===== src/rtl/mbox_pkg.sv =====
package mbox_pkg;
  parameter int DATA_W = 16;
  parameter int CODE_W = 2;
  parameter logic [3:0] BANK_ID = 4'b0001;

  typedef enum logic [1:0] {
    ADDR_CTRL = 2'd0,
    ADDR_INTE = 2'd1,
    ADDR_STAT = 2'd2,
    ADDR_NONE = 2'd3
  } reg_addr_e;

  // Strobes from decode to the register datapath
  typedef struct packed {
    logic rdCtrl;
    logic rdInte;
    logic rdStat;
    logic wrCtrl;
    logic wrInte;
    logic wrStat;
  } strobe_t;
endpackage


===== src/rtl/mbox_decode.sv =====
module mbox_decode
  import mbox_pkg::*;
(
  input  logic [3:0] bankSel,
  input  logic [1:0] regAddr,
  input  logic       hostWr,
  output strobe_t    stb
);
  logic bankHit;

  always_comb begin
    bankHit = (bankSel == BANK_ID);
    stb = '0;
    if (bankHit) begin
      unique case (reg_addr_e'(regAddr))
        ADDR_CTRL: begin stb.rdCtrl = 1'b1; stb.wrCtrl = hostWr; end
        ADDR_INTE: begin stb.rdInte = 1'b1; stb.wrInte = hostWr; end
        ADDR_STAT: begin stb.rdStat = 1'b1; stb.wrStat = hostWr; end
        default:   ;
      endcase
    end
  end
endmodule


===== src/rtl/mbox_regs_dp.sv =====
module mbox_regs_dp
  import mbox_pkg::*;
#(
  parameter int DW = DATA_W,
  parameter int CW = CODE_W
) (
  input  logic          clk,
  input  logic          rstN,
  input  strobe_t       stb,
  input  logic [DW-1:0] wrData,
  input  logic          inFilled,
  input  logic          outFillSet,
  output logic [DW-1:0] rdData,
  output logic [CW-1:0] delayCode,
  output logic          irq,
  output logic          outFull,
  output logic [1:0]    inteBits
);
  localparam int NSRC = 2;

  logic [CW-1:0]   ctrlQ;
  logic [NSRC-1:0] inteQ;
  logic            outFullQ;
  logic [NSRC-1:0] statusVec;
  logic [NSRC-1:0] hitVec;
  logic            irqQ;
  logic            clrReq;

  assign statusVec = {~inFilled, outFullQ};
  assign clrReq    = stb.wrStat & wrData[0];

  // Per-source gating
  for (genvar i = 0; i < NSRC; i++) begin : g_hit
    assign hitVec[i] = inteQ[i] & statusVec[i];
  end

  always_ff @(posedge clk or negedge rstN) begin
    if (!rstN) begin
      ctrlQ    <= '0;
      inteQ    <= '0;
      outFullQ <= 1'b0;
      irqQ     <= 1'b0;
    end else begin
      if (stb.wrCtrl) ctrlQ <= wrData[CW-1:0];
      if (stb.wrInte) inteQ <= wrData[NSRC-1:0];
      if (outFillSet)  outFullQ <= 1'b1;
      else if (clrReq) outFullQ <= 1'b0;
      irqQ <= |hitVec;
    end
  end

  always_comb begin
    rdData = '0;
    if (stb.rdCtrl) rdData[CW-1:0]   = ctrlQ;
    if (stb.rdInte) rdData[NSRC-1:0] = inteQ;
    if (stb.rdStat) rdData[NSRC-1:0] = statusVec;
  end

  logic unusedHi;
  assign unusedHi = ^wrData[DW-1:CW];

  assign delayCode = ctrlQ;
  assign irq       = irqQ;
  assign outFull   = outFullQ;
  assign inteBits  = inteQ;
endmodule


===== src/rtl/mbox_host_regs.sv =====
module mbox_host_regs
  import mbox_pkg::*;
(
  input  logic              clk,
  input  logic              rstN,
  input  logic [3:0]        bankSel,
  input  logic [1:0]        regAddr,
  input  logic              hostWr,
  input  logic [DATA_W-1:0] wrData,
  output logic [DATA_W-1:0] rdData,
  input  logic              inFilled,
  input  logic              outFillSet,
  output logic [CODE_W-1:0] delayCode,
  output logic              irq
);
  strobe_t    stb;
  logic       outFull;
  logic [1:0] inteBits;

  mbox_decode u_dec (
    .bankSel (bankSel),
    .regAddr (regAddr),
    .hostWr  (hostWr),
    .stb     (stb)
  );

  mbox_regs_dp #(.DW(DATA_W), .CW(CODE_W)) u_dp (
    .clk        (clk),
    .rstN       (rstN),
    .stb        (stb),
    .wrData     (wrData),
    .inFilled   (inFilled),
    .outFillSet (outFillSet),
    .rdData     (rdData),
    .delayCode  (delayCode),
    .irq        (irq),
    .outFull    (outFull),
    .inteBits   (inteBits)
  );
endmodule


===== config.mk =====
export PLATFORM = sky130hd
export DESIGN_NAME = mbox_host_regs
export DESIGN_NICKNAME = d
export VERILOG_FILES = /design/src/rtl/mbox_pkg.sv /design/src/rtl/mbox_decode.sv /design/src/rtl/mbox_regs_dp.sv /design/src/rtl/mbox_host_regs.sv
export SDC_FILE = /design/constraint.sdc
export NUM_CORES = 1
export LEC_CHECK = 0
export BUFFER_PORTS_ARGS = -buffer_cell sky130_fd_sc_hd__buf_2
export CAP_MARGIN = 20
export CORE_MARGIN = 2
export CORE_UTILIZATION = 32
export DETAILED_ROUTE_END_ITERATION = 10
export GPL_TIMING_DRIVEN = 0
export MAX_ROUTING_LAYER = met4
export PLACE_DENSITY = 0.73
export RECOVER_POWER = 100
export SYNTH_ARGS = -nofsm -noshare
export SYNTH_HDL_FRONTEND = slang
export SYNTH_HIERARCHICAL = 1
export SYNTH_SLANG_ARGS = --single-unit

===== constraint.sdc =====
create_clock -name clk -period 5.3 [get_ports clk]
set_clock_uncertainty 0.15 [all_clocks]
set_input_delay 0.795 -clock clk [delete_from_list [all_inputs] [get_ports clk]]
set_output_delay 0.795 -clock clk [all_outputs]
set_load 0.01 [all_outputs]

== After elaboration in Yosys (flattened, before gate mapping) ==
Cells that the tools add are included.
Word-level totals
  input bits: 27
  output and inout bits: 19
  word-level logic and storage cells: 26
  bits in registers: 6
Cells by class
  bitwise gates (word level): 4
  equal/unequal tests: 3
  mux-type cells: 12
  reduce and logical (&&, ||, !) cells: 3
Operator list (count)
  $mux 1: 8
  $mux 2: 3
  $mux 6: 1
  $eq 4x1->1 const B: 1
  $and 1x1->1: 3
  $eq 2x1->1 const B: 1
  $eq 2x2->1 const B: 1
  $logic_not 2->1: 1
  $reduce_bool 2->1: 1
  $reduce_or 2->1: 1
  $not 1->1: 1

== Depth between registers and ports, before layout ==
Gate-level depths: netlist (run 1).
  depth in word-level cells: 6
  gate-level depth with buffers: 5
  depth with buffers taken out: 4

== By module ==
Netlist (run 1), hierarchy kept.
By module, submodules not included
  mbox_regs_dp: times used 1, sequential area each 150.1 µm², cells an instance 38, area each 372.9 µm²
  mbox_decode: times used 1, sequential area each 0.0 µm², cells an instance 10, area each 88.8 µm²

== Least setup slack after synthesis (run 1) ==
No wires, ideal clock.
  kind: input-to-output
  start point: input bankSel[1]
  end point: output rdData[1]
  slack: 2346 ps
  buffers on the path: 1
  data arrival time: 2009 ps
  data required time: 4355 ps
  cell stages on the path: 5
  cell sequence: or4b_1 buf_2 nor3b_2 a21oi_1 a22oi_1
RTL lines
  start, declared: line mbox_host_regs.sv:6  | input logic [3:0] bankSel,
  end, declared: line mbox_host_regs.sv:10  | output logic [DATA_W-1:0] rdData,

==> results of run 1 <==
==> registers in the layout, indices dropped and copies added, names as in the netlist <==
signal,count
u_dp/delayCode,2
u_dp/inteBits,2
u_dp/irq,1
u_dp/outFull,1
==> final timing paths <==
kind	startpoint	end	slack (ps)	depth (start not counted)
max in group asynchronous	rstN	u_dp/delayCode[0]	4500	1
hold / removal	rstN	u_dp/inteBits[1]	260	1
min in group clk	u_dp/outFull	u_dp/outFull	370	1
setup / recovery	bankSel[1]	rdData[0]	1930	7
hold reg to reg	u_dp/outFull	u_dp/outFull	370	1
setup reg to reg	u_dp/delayCode[0]	u_dp/delayCode[0]	4350	1
==> per-layer routing <==
layer | up-vias | part of all wire (%) | GRT usage [%]
li1 | 202 | - | -
met4 | 0 | 2.0 | 7.742
met3 | 3 | 12 | 5.603
met1 | 159 | 37 | 11.41
met2 | 22 | 48 | 17.19
met5 | - | 0 | -
==> worst max-delay path: stages <==
cell,delay (ps)
buf_2,100
or4b_1,500
clkbuf_1,180
nor3b_1,390
a21oi_1,130
a21oi_1,160
clkbuf_1,170
==> cell families (layout without fill, tap and decap cells) <==
family	count (synthesis)	count (layout)	share of synthesized area, %
AOI/OAI and AO/OA	7	7	8.670
other	1	14	0.8122
muxes	3	3	8.129
and+or+nand+nor	15	15	25.20
buffers and inverters	16	36	24.66
DFF	6	6	32.52
==> stage by stage <==
step	instances	hold slack (ps)	area, um2	total power [mW]	util, %
4_1_cts	96	203.1	636.9	0.1356	48.34
2_1_floorplan	61	321.8	510.5	0.07735	-
6_report	96	257.7	609.3	0.1305	46.25
3_3_place_gp	93	353.7	614.3	0.08891	46.63
3_5_place_dp	93	360.8	614.3	0.08982	46.63
5_1_grt	96	285.5	609.3	0.1396	46.25
==> power by group <==
part | total, mW | switching, mW | internal, mW
registers | 0.0557 | 0.00361 | 0.0520
logic | 0.0314 | 0.0155 | 0.0159
clock network | 0.0434 | 0.0177 | 0.0257
==> synth_stat cells (2+ instances only) <==
master,number,share of area (%)
a21oi_1,3,3.3
buf_4,14,23
dfrtp_1,6,33
mux2_1,2,4.9
nand2_1,4,3.3
nand3b_1,3,4.9
nor3_1,2,2.2
nor3b_2,2,5.4
==> area by class of cell <==
cell class	count	area, um2	share of cell area, %
clock buffers	3	22.52	3.696
multi-input cells	39	226.5	37.17
well taps	15	18.77	3.080
inverters	1	3.754	0.6160
flip-flops and latches	6	150.1	24.64
repair buffers	17	78.83	12.94
plain buffers	15	108.9	17.86
==> out/results.ini, run 1 <==
[worst_setup_path]
path_class=in -> out
arrival_ps=2430
critical_path_required_ps=4360
endpoint_kind=primary output
critPathMaxFanout=6
cp-start-kind=input pin

[drt]
drc=0
drtIter0Drc=5
vias_per_cell=4.021
wl_per_cell_um=9.354
drtPass1Iterations=3
vias=386
ant_nets=0
wl_um=898

[run]
maxCapViolCount=0

[timing]
finalCritPeriodShare_pct=63.67
fmax_mhz=296.3
fin_crit_ps=3375
worst_pin_slew_ps=518.5
hold_viol=0
setup_slack_ps=1925
setup_tns_ps=0
max_slew_margin_pct=64.94
slew_violations=0
finalSetupViolations=0
rsz0062_at_grt=false

[die]
initial_core_util_pct=35.04
ios=46
die_x_um=41.99
die_area_mm2=0.001763
coreArea_mm2=0.001318
rows=13
die_h_um=41.99

[pwr]
p_per_area_mw_per_mm2=214.1
vdd_drop_max_uv=168.6
p_leak_nw=0.3185

[global_route]
globalRouteTotalUtil_pct=11.35
grt_pass1_vias=332
grt_pass1_wl_mm=1.400
grt_max_degree=7
antenna_found_initial=0
grt-ovfl-total=0

[clocking]
htreeDepth=1
cts_hold_buf=0
clk_latency_ps=250
clock_path_buffers=2
cts_root_buffer=clkbuf_4
path_clk_slew_ps=50
post_cts_resized=0
cts_buffers=3
clock-sinks=6
postCtsSetupBuffers=0
cts_tree=built

[logic_synthesis]
synth_seq_cells=6
syn_area_um2=461.7
synthFlopType=dfrtp_1
yosysUniqueCellTypes=20
synth_cells=48
postSynthAreaPerCell_um2=9.619
synthArstFlopShare_pct=100.0
synth_edf_count=0
yosysWarningCount=6
synth-seq-area-share_pct=32.52

[finish]
area_delta_synth_final_pct=31.98
layout-drive-gt1-share_pct=38.27
fill_cells=139
mostFrequentLayoutCells=buf_4, conb_1, buf_2, clkbuf_1, dfrtp_1
nets=110
antenna_cells=0

[place]
gp_congestion=0.7351
pre_cts_ws_ps=2117
numPortBuffers=17
dpl.hpwl_um=746.3

[run_status]
status=complete, no violations

[min_path]
hp-class=in -> async

No activity file was read; power rests on OpenSTA's default activity.
==> run 2, diff against run 1 <==
CORE_UTILIZATION = 31   (was 32)
PLACE_DENSITY = 0.74   (was 0.73)
clock period = 3.1 ns   (was 5.3 ns; I/O delays follow)
==> out/results.ini, run 2 (synthesis gave the netlist of run 1 again) <==
[timing]
max_slew_margin_pct=63.03
slew_violations=0
hold_viol=0
finalCritPeriodShare_pct=88.35
fmax_mhz=365.1
fin_crit_ps=2739
setup_tns_ps=0
rsz0062_at_grt=false
finalSetupViolations=0
hold_ws_ps=252.3
setup_slack_ps=361.1
worst_pin_slew_ps=546.9

[clocking]
path_clk_slew_ps=40
post_cts_resized=0
cts_tree=built
clock-sinks=6
cts_buffers=3
clock_path_buffers=2
cts_root_buffer=clkbuf_4
clk_latency_ps=240
htreeDepth=1

[global_route]
grt-ovfl-total=0
globalRouteTotalUtil_pct=10.45
antenna_found_initial=0
grt_pass1_vias=357
grt_pass1_wl_mm=1.380
grt_max_degree=7

[pwr]
seqPwrFrac_pct=43.4
p_per_area_mw_per_mm2=354.4
combPwrFrac_pct=25.4
vdd_drop_max_uv=236.4
clock_power_share_pct=31.2
p_sw_mw=0.05882
p_leak_nw=0.3228
power.internal_mw=0.1607
swShare_pct=26.80

[drt]
wl_per_cell_um=10.19
vias=403
ant_nets=0
wl_um=988
drtPass1Iterations=4
drtIter0Drc=4
vias_per_cell=4.155
drc=0

[die]
rows=13
ios=46
die_h_um=42.59
die_x_um=42.59
initial_core_util_pct=34.20
die_area_mm2=0.001814
coreArea_mm2=0.001350

[place]
pre_cts_ws_ps=576.4
numPortBuffers=17
gp_congestion=0.7218

[worst_setup_path]
critical_path_required_ps=2480
arrival_ps=2120
cp-start-kind=input pin
critPathMaxFanout=6
endpoint_kind=primary output
path_class=in -> out

[min_path]
hp-class=in -> reg

[finish]
nets=111
mostFrequentLayoutCells=buf_4, conb_1, buf_2, clkbuf_1, dfrtp_1
antenna_cells=0
area_delta_synth_final_pct=34.15
layout-drive-gt1-share_pct=37.80

[run_status]
status=complete, no violations

[run]
maxCapViolCount=0

## run 2: changes by cell type in the layout (fill, tap and decap cells not counted), sizes merged
cell / change
dlygate4sd3: +1
## run 2: area by class of cell
type	count	area, um2
fill	145	730.7
multi-input combinational	39	226.5
sequential	6	150.1
buffer	15	108.9
timing repair buffer	18	88.84
clock buffer	3	22.52
tap	15	18.77
inverter	1	3.754
## run 2: power groups by stage
stage	sequential [mW]	clock [mW]	combinational (mW)
after CTS	0.0954	0.0716	0.0594
after global placement	0.0959	0	0.0560
after global routing	0.0965	0.0752	0.0608
after detailed placement	0.0964	0	0.0584
after floorplan	0.0980	0	0.0342
final	0.0952	0.0686	0.0557
## run 2: path summary, 6_finish.rpt
path	from	to	slack, ps	cells after the start
hold reg to reg	u_dp/outFull	u_dp/outFull	370	1
min in group asynchronous	rstN	u_dp/delayCode[1]	490	2
setup reg to reg	u_dp/delayCode[0]	u_dp/delayCode[0]	2150	1
setup / recovery	bankSel[1]	rdData[1]	360	7
max in group asynchronous	rstN	u_dp/irq	2060	2
hold / removal	outFillSet	u_dp/outFull	250	2
## run 2: what timing repair did
action,in CTS,in global routing
endpoints found under the setup margin,0,0
buffers inserted,0,0
hold endpoints to repair,6,0
hold buffers,1,0
## run 2: through the flow
| step | cell area [um2] | std cells | util [%] | power (mW) |
|---|---|---|---|---|
| 2_1_floorplan | 510.5 | 61 | - | 0.1322 |
| 3_3_place_gp | 614.3 | 93 | 45.51 | 0.1519 |
| 3_5_place_dp | 614.3 | 93 | 45.51 | 0.1547 |
| 4_1_cts | 646.9 | 97 | 47.91 | 0.2264 |
| 5_1_grt | 619.3 | 97 | 45.88 | 0.2325 |
| 6_report | 619.3 | 97 | 45.88 | 0.2195 |
## run 2: layer usage
| metal | vias to the layer above | routed length, um | GRT usage [%] |
|---|---|---|---|
| met1 | 176 | 335 | 8.094 |
| met3 | 0 | 96 | 4.310 |
| li1 | 206 | - | - |
| met4 | 0 | 0 | 3.750 |
| met5 | - | 0 | - |
| met2 | 21 | 556 | 20.92 |
## run 2: worst max-delay path: stages
cell      delay (ps)
buf_2             90
or4b_1           510
clkbuf_1         190
nor3b_1          430
a21oi_1           90
a22oi_1          170
clkbuf_1         170
==> run 3, diff against run 2 <==
REMOVE_ABC_BUFFERS = 1   (was unset)
==> out/results.ini, run 3 (synthesis gave the netlist of run 1 again) <==
[place]
gp_congestion=0.6849
numPortBuffers=17
pre_cts_ws_ps=548.6
dpl.hpwl_um=682.7

[die]
die_x_um=42.59
rows=13
coreArea_mm2=0.001350
initial_core_util_pct=34.20
die_h_um=42.59
ios=46
die_area_mm2=0.001814

[global_route]
grt-ovfl-total=0
grt_max_degree=7
grt_pass1_vias=278
globalRouteTotalUtil_pct=9.745
grt_pass1_wl_mm=1.221
antenna_found_initial=0

[clocking]
clock-sinks=6
clk_latency_ps=240
postCtsSetupBuffers=0
path_clk_slew_ps=40
cts_root_buffer=clkbuf_4
clock_path_buffers=2
cts_tree=built
cts_buffers=3
htreeDepth=1

[finish]
area_delta_synth_final_pct=10.57
seq_area_um2=150.1
nets=96
layout_commonest_cell=conb_1
mostFrequentLayoutCells=conb_1, buf_2, dfrtp_1, clkbuf_1, nand2_1
antenna_cells=0
layout-drive-gt1-share_pct=25.37
multi_input_area_um2=226.5
fill_cells=147

[min_path]
hp-class=in -> reg

[drt]
drtPass1Iterations=2
ant_nets=0
vias_per_cell=4.171
vias=342
wl_um=802
drc=0
drtIter0Drc=7
wl_per_cell_um=9.780

[timing]
finalCritPeriodShare_pct=86.24
max_slew_margin_pct=66.94
hold_ws_ps=260.4
slew_violations=0
fmax_mhz=374.0
rsz0062_at_grt=false
fin_crit_ps=2673
setup_tns_ps=0
setup_slack_ps=426.5
hold_viol=0
worst_pin_slew_ps=489.1
finalSetupViolations=0

[worst_setup_path]
crit_chain=buf_2 > or4b_1 > nor3b_1 > a21oi_1 > a22oi_1 > clkbuf_1
critical_path_required_ps=2480
path_class=in -> out
critPathMaxFanout=6
endpoint_kind=primary output
arrival_ps=2060
cp-start-kind=input pin
cpMaxStageDelayCell=or4b_1
critical_path.max_stage_delay_ps=630

[pwr]
vdd_drop_max_uv=158.5
p_per_area_mw_per_mm2=404.2
p_leak_nw=0.2451
p_total_mw=0.2064

[run]
maxCapViolCount=0

[run_status]
status=complete, no violations

run 3: cell type report:
type / instances / area share, %
multi-input combinational: 39 / 44.36
sequential: 6 / 29.41
tap: 15 / 3.676
inverter: 1 / 0.7353
clock buffer: 3 / 4.412
timing repair buffer: 18 / 17.40
run 3: where the power goes:
part	leakage, nW	internal [mW]	switching, mW
Combinational	0.160	0.0166	0.0244
Clock	0.0138	0.0437	0.0266
Sequential	0.0711	0.0890	0.00609
Total	0.245	0.149	0.0570
run 3: critical path: cells and delay by family:
| kind | cells | cell delay [ps] |
|---|---|---|
| AND/OR/NAND/NOR | 2 | 1040 |
| AO/OA/AOI/OAI | 2 | 290 |
| buffers and inverters | 2 | 260 |
run 3: final timing paths:
check | endpoint | cells after the start | slack (ps) | start
hold reg to reg | u_dp/outFull | 1 | 370 | u_dp/outFull
hold / removal | u_dp/outFull | 2 | 260 | outFillSet
setup / recovery | rdData[1] | 6 | 430 | bankSel[1]
setup reg to reg | u_dp/delayCode[1] | 1 | 2150 | u_dp/delayCode[1]
min in group asynchronous | u_dp/inteBits[1] | 2 | 470 | rstN
max in group asynchronous | u_dp/inteBits[0] | 2 | 2090 | rstN
run 3: routing by layer:
metal	track usage, %	routed length [um]
met2	12.62	339
met3	5.603	98
met4	5.625	0
met1	11.55	365
met5	-	0
run 3: repair_timing:
item | 4_1_cts | 5_1_grt
endpoints found under the hold margin | 6 | 0
gates resized for setup | 0 | 0
hold buffers | 1 | 0
run 3: per-stage QoR:
stage | utilization (%) | instances | instance area, um2
floorplan | - | 46 | 400.4
global placement | 37.35 | 78 | 504.2
detailed placement | 37.35 | 78 | 504.2
CTS | 39.76 | 82 | 536.8
global route | 37.81 | 82 | 510.5
finish | 37.81 | 82 | 510.5
